$ cat src/rtl/intr_hub_pkg.sv
package intr_hub_pkg;

    localparam int unsigned WORD_W = 32;
    localparam int unsigned SEL_W  = 3;

    // Word index of each register; the index order is fixed by the register map.
    typedef enum logic [SEL_W-1:0] {
        RSEL_STATUS = 3'd0,
        RSEL_PEND   = 3'd1,
        RSEL_ENABLE = 3'd2,
        RSEL_ACK    = 3'd3,
        RSEL_EN_SET = 3'd4,
        RSEL_EN_CLR = 3'd5,
        RSEL_VECTOR = 3'd6,
        RSEL_MASTER = 3'd7
    } reg_sel_e;

    // Master word: bit 1 = hardware-request enable, bit 0 = processor-output enable.
    typedef struct packed {
        logic hw_en;
        logic cpu_en;
    } master_t;

    typedef struct packed {
        logic status;
        logic ack;
        logic en_load;
        logic en_set;
        logic en_clr;
        logic master;
    } wr_strobe_t;

    function automatic wr_strobe_t decode_write(input logic we, input reg_sel_e sel);
        wr_strobe_t s;
        s         = '0;
        s.status  = we && (sel == RSEL_STATUS);
        s.ack     = we && (sel == RSEL_ACK);
        s.en_load = we && (sel == RSEL_ENABLE);
        s.en_set  = we && (sel == RSEL_EN_SET);
        s.en_clr  = we && (sel == RSEL_EN_CLR);
        s.master  = we && (sel == RSEL_MASTER);
        return s;
    endfunction

endpackage

$ cat src/rtl/intr_hub_capture.sv
module intr_hub_capture #(
    parameter int unsigned NUM_LINES = 32,
    parameter logic [31:0] EDGE_MASK = 32'h0
) (
    input  logic                 clk,
    input  logic                 rst,
    input  logic [NUM_LINES-1:0] irq_in,
    input  logic [NUM_LINES-1:0] ack_mask,
    input  logic [NUM_LINES-1:0] sw_mask,
    output logic [NUM_LINES-1:0] status_q
);

    logic [NUM_LINES-1:0] irq_prev_q;
    logic [NUM_LINES-1:0] capture;

    // Each line picks its detector; only mask bits below NUM_LINES are looked at.
    for (genvar g = 0; g < NUM_LINES; g++) begin : g_line
        if (EDGE_MASK[g]) begin : g_edge
            assign capture[g] = irq_in[g] & ~irq_prev_q[g];
        end else begin : g_level
            assign capture[g] = irq_in[g];
        end
    end

    always_ff @(posedge clk) begin
        if (rst) begin
            irq_prev_q <= '0;
            status_q   <= '0;
        end else begin
            irq_prev_q <= irq_in;
            // A new capture in the same cycle as an acknowledge wins.
            status_q   <= (status_q & ~ack_mask) | capture | sw_mask;
        end
    end

endmodule

$ cat src/rtl/intr_hub_ctrl.sv
module intr_hub_ctrl
    import intr_hub_pkg::*;
#(
    parameter int unsigned NUM_LINES = 32
) (
    input  logic                 clk,
    input  logic                 rst,
    input  wr_strobe_t           strb,
    input  logic [NUM_LINES-1:0] wmask,
    input  logic [1:0]           wmaster,
    output logic [NUM_LINES-1:0] enable_q,
    output master_t              master_q
);

    always_ff @(posedge clk) begin
        if (rst) begin
            enable_q <= '0;
            master_q <= '0;
        end else begin
            if (strb.en_load) begin
                enable_q <= wmask;
            end else if (strb.en_set) begin
                enable_q <= enable_q | wmask;
            end else if (strb.en_clr) begin
                enable_q <= enable_q & ~wmask;
            end
            if (strb.master) begin
                master_q <= master_t'(wmaster);
            end
        end
    end

endmodule

$ cat src/rtl/intr_hub_prio.sv
module intr_hub_prio #(
    parameter int unsigned NUM_LINES = 32,
    localparam int unsigned IDX_W = (NUM_LINES > 1) ? $clog2(NUM_LINES) : 1
) (
    input  logic [NUM_LINES-1:0] pend,
    output logic                 hit,
    output logic [IDX_W-1:0]     idx
);

    // Scan from the top so the lowest set index is the one left standing.
    always_comb begin
        hit = 1'b0;
        idx = '0;
        for (int i = NUM_LINES - 1; i >= 0; i--) begin
            if (pend[i]) begin
                hit = 1'b1;
                idx = IDX_W'(i);
            end
        end
    end

endmodule

$ cat src/rtl/intr_hub.sv
module intr_hub
    import intr_hub_pkg::*;
#(
    parameter int unsigned NUM_LINES = 32,
    parameter logic [31:0] EDGE_MASK = 32'h0,
    localparam int unsigned IDX_W = (NUM_LINES > 1) ? $clog2(NUM_LINES) : 1
) (
    input  logic                 clk,
    input  logic                 rst,
    input  logic [NUM_LINES-1:0] irq_in,
    input  logic [SEL_W-1:0]     bus_addr,
    input  logic                 bus_we,
    input  logic [WORD_W-1:0]    bus_wdata,
    output logic [WORD_W-1:0]    bus_rdata,
    output logic                 cpu_irq
);

    reg_sel_e             wr_sel;
    wr_strobe_t           strb;
    logic [NUM_LINES-1:0] line_wdata;
    logic [NUM_LINES-1:0] ack_mask;
    logic [NUM_LINES-1:0] sw_mask;
    logic [NUM_LINES-1:0] status_q;
    logic [NUM_LINES-1:0] enable_q;
    master_t              master_q;
    logic [NUM_LINES-1:0] pend;
    logic                 vec_hit;
    logic [IDX_W-1:0]     vec_idx;
    logic [WORD_W-1:0]    rd_next;

    assign wr_sel     = reg_sel_e'(bus_addr);
    assign strb       = decode_write(bus_we, wr_sel);
    assign line_wdata = bus_wdata[NUM_LINES-1:0];
    assign ack_mask   = strb.ack ? line_wdata : '0;
    assign sw_mask    = (strb.status && !master_q.hw_en) ? line_wdata : '0;

    intr_hub_capture #(
        .NUM_LINES (NUM_LINES),
        .EDGE_MASK (EDGE_MASK)
    ) u_capture (
        .clk      (clk),
        .rst      (rst),
        .irq_in   (irq_in),
        .ack_mask (ack_mask),
        .sw_mask  (sw_mask),
        .status_q (status_q)
    );

    intr_hub_ctrl #(
        .NUM_LINES (NUM_LINES)
    ) u_ctrl (
        .clk      (clk),
        .rst      (rst),
        .strb     (strb),
        .wmask    (line_wdata),
        .wmaster  (bus_wdata[1:0]),
        .enable_q (enable_q),
        .master_q (master_q)
    );

    assign pend = status_q & enable_q;

    intr_hub_prio #(
        .NUM_LINES (NUM_LINES)
    ) u_prio (
        .pend (pend),
        .hit  (vec_hit),
        .idx  (vec_idx)
    );

    assign cpu_irq = master_q.cpu_en & master_q.hw_en & (|pend);

    always_comb begin
        rd_next = '0;
        unique case (wr_sel)
            RSEL_STATUS: rd_next = WORD_W'(status_q);
            RSEL_PEND:   rd_next = WORD_W'(pend);
            RSEL_ENABLE: rd_next = WORD_W'(enable_q);
            RSEL_VECTOR: rd_next = vec_hit ? WORD_W'(vec_idx) : '1;
            RSEL_MASTER: rd_next = WORD_W'(master_q);
            default:     rd_next = '0;
        endcase
    end

    always_ff @(posedge clk) begin
        if (rst) begin
            bus_rdata <= '0;
        end else begin
            bus_rdata <= rd_next;
        end
    end

endmodule

$ cat config.mk
export PLATFORM = sky130hd
export DESIGN_NAME = intr_hub
export DESIGN_NICKNAME = d
export VERILOG_FILES = /design/src/rtl/intr_hub_pkg.sv /design/src/rtl/intr_hub_capture.sv /design/src/rtl/intr_hub_ctrl.sv /design/src/rtl/intr_hub_prio.sv /design/src/rtl/intr_hub.sv
export SDC_FILE = /design/constraint.sdc
export NUM_CORES = 1
export LEC_CHECK = 0
export CAP_MARGIN = 20
export CORE_UTILIZATION = 30
export CTS_BUF_LIST = sky130_fd_sc_hd__clkbuf_4 sky130_fd_sc_hd__clkbuf_8
export DETAILED_ROUTE_END_ITERATION = 6
export MAX_ROUTING_LAYER = met4
export SYNTH_ARGS = -nofsm -noshare
export SYNTH_HDL_FRONTEND = slang
export SYNTH_SLANG_ARGS = --single-unit
export TNS_END_PERCENT = 30
$ cat constraint.sdc
create_clock -name clk -period 3.2 [get_ports clk]
set_clock_uncertainty 0.05 [all_clocks]
set_input_delay 0.32 -clock clk [delete_from_list [all_inputs] [get_ports clk]]
set_output_delay 0.32 -clock clk [all_outputs]
set_load 0.02 [all_outputs]
# Word-level counts from Yosys, hierarchy flattened
# Index checks and enable logic that the tools add are counted.
# W data, S select, Z words.
# totals
inputBits,70
ram_bits,0
elab_cells,104
mem_count,0
register_bits,98
latch_bits,0
romBits,0
# op_classes
mux,71
n_eq_ne,7
n_shift,0
reduce_logical,11
n_bitwise,10
div,0
multipliers,0
n_addsub,0
n_lt_le_gt_ge,0
# ops
operator,n
$mux W32,6
$mux W5,32
$pmux W32 S5,1
$and A32 B32 Y32,3
$or A32 B32 Y32,3
$not A32 Y32,2
$mux W1,32
$reduce_or A32 Y1,1
$eq A3 B3 Y1 const B,4
$logic_and A1 B1 Y1,7
$eq A3 B2 Y1 const B,2
$eq A3 B1 Y1 const B,1
$logic_not A3 Y1,1
$reduce_bool A3 Y1,1
$and A1 B1 Y1,2
$logic_not A1 Y1,1

# Logic depth before layout (Yosys ltp)
# depth
ltp_word,35
mapped_depth,8
ltp_nobuf,6

# Cells and area by module
# Synthesis repeated with hierarchy kept, for this count alone.
# unflattened
hier_cells,683
hier_area_um2,5321.4
# modules_own_cells
module,cells_per_inst,seq_area_each_um2,n_inst,area_per_inst_um2
intr_hub,337,640.6,1,2467.4
intr_hub_ctrl,150,680.7,1,1328.8
intr_hub_capture,131,640.6,1,1154.9
intr_hub_prio,65,0.0,1,370.4

# Worst setup path before layout
# No wires, ideal clock.
# synth_timing
kind,register to register
startpoint,register u_capture.status_q[11]
endpoint,register bus_rdata[0]
setup_slack_ns,1.494
n_path_buf,1
arrival_ns,1.590
synth_period_minus_slack_ns,1.706
stages_incl_launch_ff,8
cell_sequence,dfxtp_1 > and2_1 > a21oi_1 > nand4_2 > nor4b_4 > buf_6 > a211oi_1 > a21oi_2
# synth_via
elab_chain_cells,15
word_cells_on_any_way,27
classes_between,26 x mux; 1 x bitwise
# synth_rtl
element,line_no,text
start: declaration,intr_hub_capture.sv:10,output logic [NUM_LINES-1:0] status_q
start signal: assignment,intr_hub_capture.sv:32,status_q <= (status_q & ~ack_mask) | capture | sw_mask;
$and A32 B32 Y32 *,intr_hub.sv:61,assign pend = status_q & enable_q;
$mux W5 / $mux W1 (equally long branches) (12 in a row),intr_hub_prio.sv:15,if (pend[i]) begin
$mux W32 *,intr_hub.sv:79,RSEL_VECTOR: rd_next = vec_hit ? WORD_W'(vec_idx) : '1;
$pmux W32 S5 *,intr_hub.sv:75,unique case (wr_sel)
end signal: assignment,intr_hub.sv:89,bus_rdata <= rd_next;
end: declaration,intr_hub.sv:14,"output logic [WORD_W-1:0] bus_rdata,"
# Mark *: on every way between the ends. The rest lies on a longest branch, timed or not.
# A chain may end at the register's enable or synchronous reset.

# Worst setup path after layout
# layout_timing
startpoint,register u_capture.status_q[6]
endpoint,output port cpu_irq
# layout_via
elab_chain_cells,3
# layout_rtl
element,line_no,text
$and A32 B32 Y32,intr_hub.sv:61,
$reduce_or A32 Y1,intr_hub.sv:71,assign cpu_irq = master_q.cpu_en & master_q.hw_en & (|pend);
$and A1 B1 Y1,intr_hub.sv:71,
end: declaration,intr_hub.sv:15,output logic cpu_irq
# Every way passes these cells.

==> results.cfg <==
[cells_and_area]
fin_cells = 902
nets = 756
drive_gt1_share_pct = 6.08
postLayoutCoreUtil_pct = 40.6
area_growth_pct = 30.7
diodes = 0
nFillCells = 1558

[synthesis]
synth-seq-area-share_pct = 41.3
syn_inst = 601
yosysWarningCount = 0
synth_seq_cells = 98
syn_nets = 671
synth_async_sr_flop_share_pct = 0
synth_area_per_cell_sq_um = 7.91
ys_types = 38
synth_edf_count = 0
synthesis.area_sq_mm = 0.00475
synth_ff_type = dfxtp_1

[sta]
rsz0062_at_grt = false
period_needed_ns = 2.82
drv_slew = 0
maxSlewHeadroom_pct = 53.7
hold_viol = 0
fin_crit_sh_pct = 88.2
max_freq_mhz = 354
setup_viol = 0
whs_ns = 0.306
setup_tns_ns = 0
tightest_slew_ns = 0.695

[critical_path]
critPathLaunchType = flip-flop
slowest_stage = clkdlybuf4s50_1
path_class = flip-flop to output pin
endpoint_kind = output pin
worstPathCellList = a22o_1 > a221oi_2 > nand4_1 > nor3_1 > a31oi_1 > clkdlybuf4s50_1
arrival_ns = 2.45
crit_fanout = 5
crit_required_ns = 2.83
critPathMaxStageDelay_ns = 0.56

[place]
gp_congestion = 0.874
post-place-cells = 886
hpwl_um = 10500
io_buffers = 102

[clock_tree]
clk_path_buf_depth = 2
htreeDepth = 3
cts_setup_buffers = 0
cts.reportedPaths.clkPinSlew_ns = 0.09
clock_latency_ns = 0.39
cts_made_buffers = 9
cts_resized = 0
cts_hold_buf = 0
cts_tree = yes
cts_sinks = 98
root_buffer = clkbuf_8

[floorplan]
die_w_um = 128
initial_core_util_pct = 31.0
ios = 103
coreArea_sq_mm = 0.0153
die_area_sq_mm = 0.0164
die_y_um = 128
rows = 45

[power_and_ir_drop]
p_per_area_mw_per_mm2 = 419
power_mw = 2.60
leakagePower_nw = 2.07
peakVddDrop_mv = 0.183

[drt]
first_iter_violations = 455
drtPass1Iterations = 5
via_count = 4874
routed_wl_um = 15100
antenna_left = 0
drc = 0
wire_per_inst_um = 16.8
post_drt_via_cell_ratio = 5.40

[global_routing]
grt_pass1_wl_um = 24200
track_usage_pct = 19.6
gr-total-overflow = 0
antenna_found_initial = 0
grt_pass1_vias = 4614
grt_max_degree = 67

[status]
status = complete, no violations

[run]
cap_viol_max_count = 0

[worst_hold_path]
hold_class = input port to flip-flop
-- synthesized netlist by cell type, types with 9 or more instances --
cell type,count,share of area (%)
o21a_1,27,4.3
nor2b_1,31,4.1
a22oi_1,14,2.2
nor2_1,68,5.4
buf_2,9,0.95
a21oi_1,38,4.0
a221oi_1,33,6.1
a32oi_1,36,6.6
nand2_1,116,9.2
o21ai_0,41,4.3
clkbuf_1,32,2.5
dfxtp_1,98,41
-- worst paths after layout --
path,from,to,slack (ns),cells past startpoint
max,u_capture.status_q[6],cpu_irq,0.38,6
max reg2reg,u_capture.status_q[6],bus_rdata[12],1.20,6
min reg2reg,u_ctrl.master_q[0],u_ctrl.master_q[0],0.43,2
min,rst,bus_rdata[1],0.31,3
-- cells in the final DEF, fill, tap and decap left out, types with 14 or more instances in the layout --
cell type,netlist,routed
nand2_1,116,116
clkdlybuf4s50_1,0,101
dfxtp_1,98,98
nor2_1,68,66
o21ai_0,41,41
a21oi_1,38,38
a32oi_1,36,36
a221oi_1,33,33
nor2b_1,31,31
o21a_1,27,27
a22oi_1,14,14
buf_4,2,14
-- where the power goes --
part / switching [mW] / leakage (nW) / total, mW / internal [mW]
Combinational: 0.210 / 1.16 / 0.410 / 0.201
Clock: 0.418 / 0.111 / 0.848 / 0.430
Sequential: 0.0672 / 0.804 / 1.34 / 1.28
Total: 0.695 / 2.07 / 2.60 / 1.91
-- cell families (layout without fill, tap and decap cells) --
logic type             after synthesis  in the layout  synth area share [%]
AND/OR/NAND/NOR                    239            239                  22.1
AO/OA/AOI/OAI                      216            216                  32.3
flip-flops                          98             98                  41.3
buffers and inverters               48            138                  4.34
-- area by class of cell --
type | instances | area, sq um | share of cell area, %
flip-flops and latches | 98 | 1960 | 31.6
repair buffers | 118 | 1160 | 18.7
clock buffers | 14 | 174 | 2.80
multi-input cells | 455 | 2600 | 41.9
well taps | 211 | 264 | 4.25
clock inverters | 2 | 35.0 | 0.564
inverters | 4 | 15.0 | 0.242
-- metal layers --
metal | vias up | track usage, % | routed length (um)
met5 | - | - | 0
met4 | 0 | 9.90 | 446
met3 | 30 | 3.05 | 912
met2 | 187 | 31.0 | 6970
met1 | 2290 | 24.1 | 6780
li1 | 2367 | - | -
-- per-stage QoR --
step	worst slack (ns)	instance area, sq um
3_3_place_gp	0.787	6000
5_1_grt	0.203	6210
4_1_cts	0.359	6210
2_1_floorplan	1.49	4750
3_5_place_dp	0.787	6000
6_report	0.377	6210
-- critical path, delay by kind of cell, from the launching register on --
kind                   cells  cell delay (ns)
buffers and inverters      1             0.56
DFF                        1             0.36
AOI/OAI and AO/OA          3             0.71
and+or+nand+nor            2             0.44
No activity file was read; power rests on OpenSTA's default activity.
